**config.mk**
```make
export PLATFORM = sky130hd
export DESIGN_NAME = tlb_age_cache
export DESIGN_NICKNAME = d
export VERILOG_FILES = /design/src/rtl/tlb_age_cache.sv
export SDC_FILE = /design/constraint.sdc
export NUM_CORES = 1
export LEC_CHECK = 0
export ABC_AREA = 1
export BUFFER_PORTS_ARGS = -buffer_cell sky130_fd_sc_hd__buf_4
export CORE_MARGIN = 10
export CORE_UTILIZATION = 45
export CTS_CLUSTER_SIZE = 16
export DETAILED_ROUTE_END_ITERATION = 6
export GPL_TIMING_DRIVEN = 0
export RECOVER_POWER = 50
export SETUP_SLACK_MARGIN = 0.05
export SLEW_MARGIN = 15
export SYNTH_ARGS = -nofsm -noshare
export SYNTH_HDL_FRONTEND = slang
export SYNTH_SLANG_ARGS = --single-unit
export TNS_END_PERCENT = 10
```
**constraint.sdc**
```tcl
create_clock -name clk -period 9.2 [get_ports clk]
set_clock_uncertainty 0.05 [all_clocks]
set_input_delay 0.92 -clock clk [delete_from_list [all_inputs] [get_ports clk]]
set_output_delay 0.92 -clock clk [all_outputs]
set_load 0.02 [all_outputs]
```
**src/rtl/tlb_age_cache.sv**
```systemverilog
module tlb_age_cache #(
  parameter int ENTRIES = 8,
  parameter int VPN_W   = 4,
  parameter int OFF_W   = 4,
  parameter int PA_W    = 8,
  parameter int AGE_W   = 4,
  parameter int NFRAMES = 10
) (
  input  logic             clk,
  input  logic             rst_n,
  input  logic             req_valid,
  input  logic [VPN_W-1:0] req_vpn,
  input  logic [OFF_W-1:0] req_off,
  output logic             req_ready,
  output logic             rsp_valid,
  output logic             rsp_hit,
  output logic             rsp_fault_svc,
  output logic [PA_W-1:0]  rsp_addr,
  output logic             pt_req_valid,
  output logic [VPN_W-1:0] pt_req_vpn,
  output logic [OFF_W-1:0] pt_req_off,
  input  logic             pt_rsp_valid,
  input  logic [PA_W-1:0]  pt_rsp_base,
  input  logic             pt_rsp_fault,
  output logic             pt_set_valid,
  output logic [VPN_W-1:0] pt_set_vpn
);
  localparam int IDX_W = (ENTRIES > 1) ? $clog2(ENTRIES) : 1;
  localparam logic [AGE_W-1:0] AGE_TOP = {AGE_W{1'b1}};

  logic [VPN_W-1:0] vpn_q  [ENTRIES];
  logic [PA_W-1:0]  base_q [ENTRIES];
  logic [AGE_W-1:0] age_q  [ENTRIES];
  logic [ENTRIES-1:0] match;
  logic [IDX_W-1:0] hit_idx, vict_idx, vict_q;
  logic [AGE_W-1:0] max_age;
  logic             hit, accept, fill;

  function automatic logic [AGE_W-1:0] age_step(input logic [AGE_W-1:0] a);
    return (a == AGE_TOP) ? a : a + 1'b1;
  endfunction

  always_comb begin
    hit_idx = '0;
    max_age = '0;
    for (int i = 0; i < ENTRIES; i++) begin
      match[i] = (vpn_q[i] == req_vpn);
      if (age_q[i] > max_age) max_age = age_q[i];
    end
    for (int i = ENTRIES-1; i >= 0; i--)
      if (match[i]) hit_idx = IDX_W'(i);
    vict_idx = '0;
    for (int i = ENTRIES-1; i >= 0; i--)
      if (age_q[i] == max_age) vict_idx = IDX_W'(i);
  end

  assign hit       = |match;
  assign req_ready = !pt_req_valid;
  assign accept    = req_valid && req_ready;
  assign fill      = pt_req_valid && pt_rsp_valid;

  always_ff @(posedge clk) begin
    if (!rst_n) begin
      for (int i = 0; i < ENTRIES; i++) begin
        vpn_q[i]  <= VPN_W'(i);
        base_q[i] <= PA_W'((i % NFRAMES) * (2 ** OFF_W));
        age_q[i]  <= '0;
      end
    end else if (accept && hit) begin
      for (int i = 0; i < ENTRIES; i++) age_q[i] <= age_step(age_q[i]);
    end else if (fill) begin
      for (int i = 0; i < ENTRIES; i++) begin
        if (IDX_W'(i) == vict_q) begin
          vpn_q[i]  <= pt_req_vpn;
          base_q[i] <= pt_rsp_base;
          age_q[i]  <= '0;
        end else begin
          age_q[i]  <= age_step(age_q[i]);
        end
      end
    end
  end

  always_ff @(posedge clk) begin
    if (!rst_n) begin
      pt_req_valid  <= 1'b0;
      pt_req_vpn    <= '0;
      pt_req_off    <= '0;
      vict_q        <= '0;
      rsp_valid     <= 1'b0;
      rsp_hit       <= 1'b0;
      rsp_fault_svc <= 1'b0;
      rsp_addr      <= '0;
      pt_set_valid  <= 1'b0;
      pt_set_vpn    <= '0;
    end else begin
      rsp_valid     <= 1'b0;
      rsp_hit       <= 1'b0;
      rsp_fault_svc <= 1'b0;
      pt_set_valid  <= 1'b0;
      if (accept && hit) begin
        rsp_valid <= 1'b1;
        rsp_hit   <= 1'b1;
        rsp_addr  <= base_q[hit_idx] + PA_W'(req_off);
      end else if (accept) begin
        pt_req_valid <= 1'b1;
        pt_req_vpn   <= req_vpn;
        pt_req_off   <= req_off;
        vict_q       <= vict_idx;
      end else if (fill) begin
        pt_req_valid  <= 1'b0;
        rsp_valid     <= 1'b1;
        rsp_fault_svc <= pt_rsp_fault;
        rsp_addr      <= pt_rsp_base + PA_W'(pt_req_off);
        pt_set_valid  <= 1'b1;
        pt_set_vpn    <= pt_req_vpn;
      end
    end
  end

  AST_UNIQUE_MATCH: assert property (@(posedge clk) disable iff (!rst_n) $onehot0(match));
  AST_HIT_NO_SET: assert property (@(posedge clk) disable iff (!rst_n) (rsp_valid && rsp_hit) |-> !pt_set_valid);
  AST_WAIT_HOLDS: assert property (@(posedge clk) disable iff (!rst_n) (pt_req_valid && !pt_rsp_valid) |=> (pt_req_valid && $stable(pt_req_vpn) && $stable(pt_req_off)));
  AST_BUSY_NOT_READY: assert property (@(posedge clk) disable iff (!rst_n) pt_req_valid |-> !req_ready);
  AST_FILL_RESPONDS: assert property (@(posedge clk) disable iff (!rst_n) fill |=> (rsp_valid && !rsp_hit && pt_set_valid));
  AST_SET_WITH_RSP: assert property (@(posedge clk) disable iff (!rst_n) pt_set_valid |-> (rsp_valid && !rsp_hit));
  AST_FILLED_YOUNG: assert property (@(posedge clk) disable iff (!rst_n) pt_set_valid |-> (age_q[vict_q] == '0 && vpn_q[vict_q] == pt_set_vpn));
  AST_IDLE_RSP_IGNORED: assert property (@(posedge clk) disable iff (!rst_n) (!pt_req_valid && pt_rsp_valid && !req_valid) |=> !rsp_valid);
endmodule

```
# Word-level counts from Yosys, hierarchy flattened
# Memory sizes are Yosys's and may differ from the RTL's.
# Cells that the tools add are included.
[totals]
ff_bits = 28
mem_bits_rw = 128
in_bits = 21
out_inout_bits = 26
wordCells = 285
memories = 3
[op_classes]
addsub = 10
magnitude_cmp = 8
eq_ne = 32
mux = 164
n_bitwise = 44
reduce_logical = 14
[mem_list]
columns = ["name", "words", "width", "read_ports", "rd_ports_with_merged_regs", "wr", "line_no", "rtl"]
rows = [
  ["base_q", 8, 8, 1, 0, 8, "32", "logic [PA_W-1:0] base_q [ENTRIES];"],
  ["age_q", 8, 4, 8, 0, 8, "33", "logic [AGE_W-1:0] age_q [ENTRIES];"],
  ["vpn_q", 8, 4, 8, 0, 8, "31", "logic [VPN_W-1:0] vpn_q [ENTRIES];"],
]
[ops]
columns = ["cell", "n"]
rows = [
  ["4-bit 2-to-1 mux", 48],
  ["1-bit 2-to-1 mux", 89],
  ["8-bit 2-to-1 mux", 11],
  ["4-bit equality test", 16],
  ["3-bit 2-to-1 mux", 16],
  ["1-bit OR", 40],
  ["4-bit by 1-bit adder with 4-bit output (second input constant)", 8],
  ["4-bit equality test (second input constant)", 8],
  ["4-bit > comparator", 7],
  ["8-bit by 4-bit adder with 8-bit output", 2],
  ["3-bit equality test (first input constant)", 4],
  ["8-bit OR reduction", 1],
  ["2-bit by 3-bit equality test with 1-bit output (first input constant)", 2],
  ["2-bit AND reduction", 3],
  ["4-bit by 1-bit > comparator with 1-bit output (second input constant)", 1],
  ["1-bit NOT", 4],
  ["2-bit nonzero test", 2],
  ["4-bit OR reduction", 1],
  ["1-bit by 3-bit equality test with 1-bit output (first input constant)", 1],
  ["1-bit logical AND", 3],
  ["3-bit zero test", 1],
  ["3-bit AND reduction", 1],
  ["2-bit by 1-bit inequality test with 1-bit output (second input constant)", 1],
  ["2-bit OR reduction", 1],
  ["1-bit zero test", 1],
]

# Depth between registers and ports, before layout
[depth]
depth_word = 25
depth_mapped = 76
ltp_nobuf = 76

# Least setup slack after synthesis
# No wires, ideal clock.
[synth_path]
path_type = "flip-flop to flip-flop"
from = "mem age_q[0][0]"
to = "reg vict_q[2]"
setup_ns = 0.132
arrival_time_ns = 7.905
required_ns = 9.018
slack_ns = 1.113
stages_incl_launch_ff = 69
n_path_buf = 1
synth_period_minus_slack_ns = 8.087
cell_sequence = "edfxtp_1 -> inv_1 -> ha_1 -> nand3_1 -> nand2_1 -> ha_1 -> nand2_1 -> nand2_1 -> nand2_1 -> nand2_2 -> nand2_4 -> nand2_1 -> o21ai_0 -> inv_1 -> ha_1 -> nand2_2 -> nor2_4 -> nand3_4 -> [... 33 more ...] -> inv_1 -> nand2_1 -> nand2_1 -> ha_1 -> a21oi_1 -> o21ai_0 -> nand2_1 -> clkbuf_1 -> nand3_1 -> nand3_1 -> nand2_1 -> nand2_1 -> inv_1 -> nand2_1 -> o21ai_0 -> nand3b_1 -> nand3_1 -> a21oi_1"
[synth_lines]
columns = ["element", "line_no", "rtl"]
rows = [
  ["from (decl)", "33", ""],
  ["to (signal assigned)", "109", "vict_q <= vict_idx;"],
  ["to (decl)", "35", "logic [IDX_W-1:0] hit_idx, vict_idx, vict_q;"],
]

==> out/metrics.csv <==
metric,value,unit
placed wire-length estimate,18.35,mm
Critical Path Sink Type,flop,
Max-Cap Viols,1,
Multi-input gate area,4634,µm²
first-pass GRT wire length,38.88,mm
layout overhead on the synthesized area,15.96,%
Initial Util,45.40,%
Root Driver,clkbuf_16,
initial antenna violation count,0,
number of port buffers,41,
drt wl/cell,16.41,µm
WL final,24.45,mm
clock transition at the registers of the reported paths,0.07,ns
end of the critical path,vict_q[0]$_SDFFE_PN0P_,
final hold vios,0,
"Data required, critical path",9.50,ns
post-synthesis sequential area ratio,46.44,%
setup tns final,0,ns
maximum clock path buffer count,2,
slew of the pin with the lowest slew margin,2.121,ns
outcome,"complete, but fails checks",
Final setup violation count,0,
Post-Syn Area,9484,µm²
CP Launch Point,age_q[0][0]$_SDFFCE_PN0P_,
final hold slack,0.4357,ns
delay of the slowest critical-path stage,0.46,ns
total global-route track usage,18.26,%
routed vias,7705,
Nets,1262,
Fmax,118.2,MHz
width of the die,165.2,µm
layout cell share with drive strength beyond 1,13.99,%
ys flop type,edfxtp_1,
H-Tree Level Count,4,
unrepaired setup endpoints after global routing,true,
"slowest stage cell, crit path",edfxtp_1,
critical path type,flop to flop,
period utilization,91.99,%
"Clk Latency, worst-skew pair",0.43,ns
post-route ant nets,0,
CTS Hold Bufs,0,
"Top cell by count, worst path",nand2_1,
post-synth net total,1182,
crit-path max FO,7,
CTS buffer count,17,
last weighted congestion value of the routability-driven placer,0.8941,
top cell type's share of synthesized area,40.53,%
row count,53,
CTS tree,built,
FILL cells,2043,
leading area contributor after synthesis,edfxtp_1,
top post-synthesis cells by area,"edfxtp_1 41%, nand2_1 9.6%, dfxtp_1 5.9%",
via-per-instance ratio,5.171,
Async SR Flop Fraction,0,%
Die Area,27280,µm²
R2R setup slack,0.74,ns
reg2reg start,age_q[0][0]$_SDFFCE_PN0P_,
number of remaining DRC errors,0,
Synth Warn #,0,
Reg area,4404,µm²
n_diodes,0,
Sink Count,156,
CORE AREA,20890,µm²
"flops & latches, synth",156,
WP data arrival,8.77,ns
worst hold path class,flop to flop,
number of synthesized flops with an enable pin,128,
r2r endpoint,vict_q[0]$_SDFFE_PN0P_,
Reg2Reg Depth,69,
Worst setup SP type,flop,
min Tclk post-route,8.463,ns
die height,165.2,µm
Top Ports,47,
Avg Inst Size Synth,8.453,µm²
Gate Count Post-Synth,1122,
Pins Over Slew Limit,13,
largest net degree at the start of global routing,19,
failing checks,"capacitance limit, slew limit",
remaining global-route overflow,0,
Initial DRC Count,461,
count of cell types in the netlist,43,
slew margin rel.,-42.88,%
number of global-route vias before repair,7339,
drt pass-1 iters,5,
cell usage in the layout (no fill, tap or decap), types with 5 or more instances in the layout:
cell type / count
nand2_1: 230
nor2_1: 139
edfxtp_1: 128
inv_1: 122
nand3_1: 80
clkbuf_1: 49
o21ai_0: 45
a21oi_1: 43
buf_4: 33
xnor2_1: 32
ha_1: 30
xor2_1: 28
dfxtp_1: 28
nand2_2: 27
nand4_1: 18
clkbuf_16: 17
nand2_4: 14
nor3_1: 13
inv_2: 12
nand3_2: 12
clkinv_1: 9
a32o_1: 9
inv_8: 7
a211oi_1: 6
ha_4: 6
nor2_2: 5
o21bai_1: 5
nand3_4: 5
a21oi_2: 5
a31oi_1: 5
critical path, delay by kind of cell, from the launching register on:
kind	cells	cell delay [ns]
and+or+nand+nor	45	4.04
adders and majority gates	8	2.05
AOI/OAI and AO/OA	8	0.86
buffers and inverters	7	0.68
DFF	1	0.46
xor gates and xnor gates	1	0.19
state kept, by name, summed over array words and instances (netlist names), 3 cells and up:
name	cells
age_q	32
base_q	64
pt_req_off	4
pt_req_vpn	4
pt_set_vpn	4
rsp_addr	8
vict_q	3
vpn_q	32
how the worst min path moves through the flow:
| stage | start | slack, ns | end | depth (start not counted) |
|---|---|---|---|---|
| detailed placement | vict_q[2]$_SDFFE_PN0P_ | 0.42 | vict_q[2]$_SDFFE_PN0P_ | 2 |
| finish | vict_q[2]$_SDFFE_PN0P_ | 0.44 | vict_q[2]$_SDFFE_PN0P_ | 2 |
| floorplan | vict_q[2]$_SDFFE_PN0P_ | 0.41 | vict_q[2]$_SDFFE_PN0P_ | 2 |
| global route | vict_q[2]$_SDFFE_PN0P_ | 0.47 | vict_q[2]$_SDFFE_PN0P_ | 2 |
| global placement | vict_q[2]$_SDFFE_PN0P_ | 0.42 | vict_q[2]$_SDFFE_PN0P_ | 2 |
| CTS | vict_q[2]$_SDFFE_PN0P_ | 0.44 | vict_q[2]$_SDFFE_PN0P_ | 2 |
cells in the mapped netlist, drive strengths merged (2+ instances only):
cell type,number
o21ai,52
edfxtp,128
o22ai,3
buf,3
nand2,271
o31ai,2
nand3b,2
fa,2
xnor2,32
dfxtp,28
clkinv,9
clkbuf,24
ha,37
mux2i,3
a211oi,6
a32o,9
a31oi,6
nor2,148
nor4,2
o21bai,5
a21oi,48
inv,135
xor2,30
nor3,13
nand3,97
nand4,18
layout make-up:
cell class	instances	share of cell area, %
multi-input cells	795	42.14
flip-flops and latches	156	40.05
inverters	144	4.937
clock buffers	17	3.868
repair buffers	61	3.390
well taps	275	3.129
clock inverters	15	1.559
plain buffers	27	0.9329
timing repair:
action | in CTS | in global routing
endpoints found under the setup margin | 3 | 3
cloned | 0 | 0
pin swaps | 0 | 20
resized for setup | 4 | 46
buffers inserted | 0 | 20
metrics by stage:
step                worst slack [ns]  util, %  area [µm²]  std cells
floorplan                      1.113        -        9484       1122
global placement            -0.05444    48.52       10140       1438
detailed placement          -0.07621    48.54       10140       1438
CTS                          0.09719    51.44       10750       1470
global route                -0.07113    52.65       11000       1490
finish                        0.7366    52.65       11000       1490
cells by family after synthesis:
kind of cell    count (synthesis)  synth area share, %
flops                         156                46.44
compound gates                135                8.206
xor+xnor                       62                5.726
fa+ha+maj                      39                5.303
buf+inv                       171                6.768
simple gates                  555                27.12
mux                             4               0.4354
layer usage:
metal | global-route usage, % | wire length, µm | vias up
met4 | 5.032 | 362 | 0
met3 | 3.867 | 1292 | 25
met1 | 25.48 | 11770 | 3596
li1 | - | - | 3904
met2 | 28.06 | 11030 | 180
met5 | 0 | 0 | -
Power is left out: the tool's default activity adds up to more than one toggle a clock period on the data nets, which glitch-free logic cannot reach.
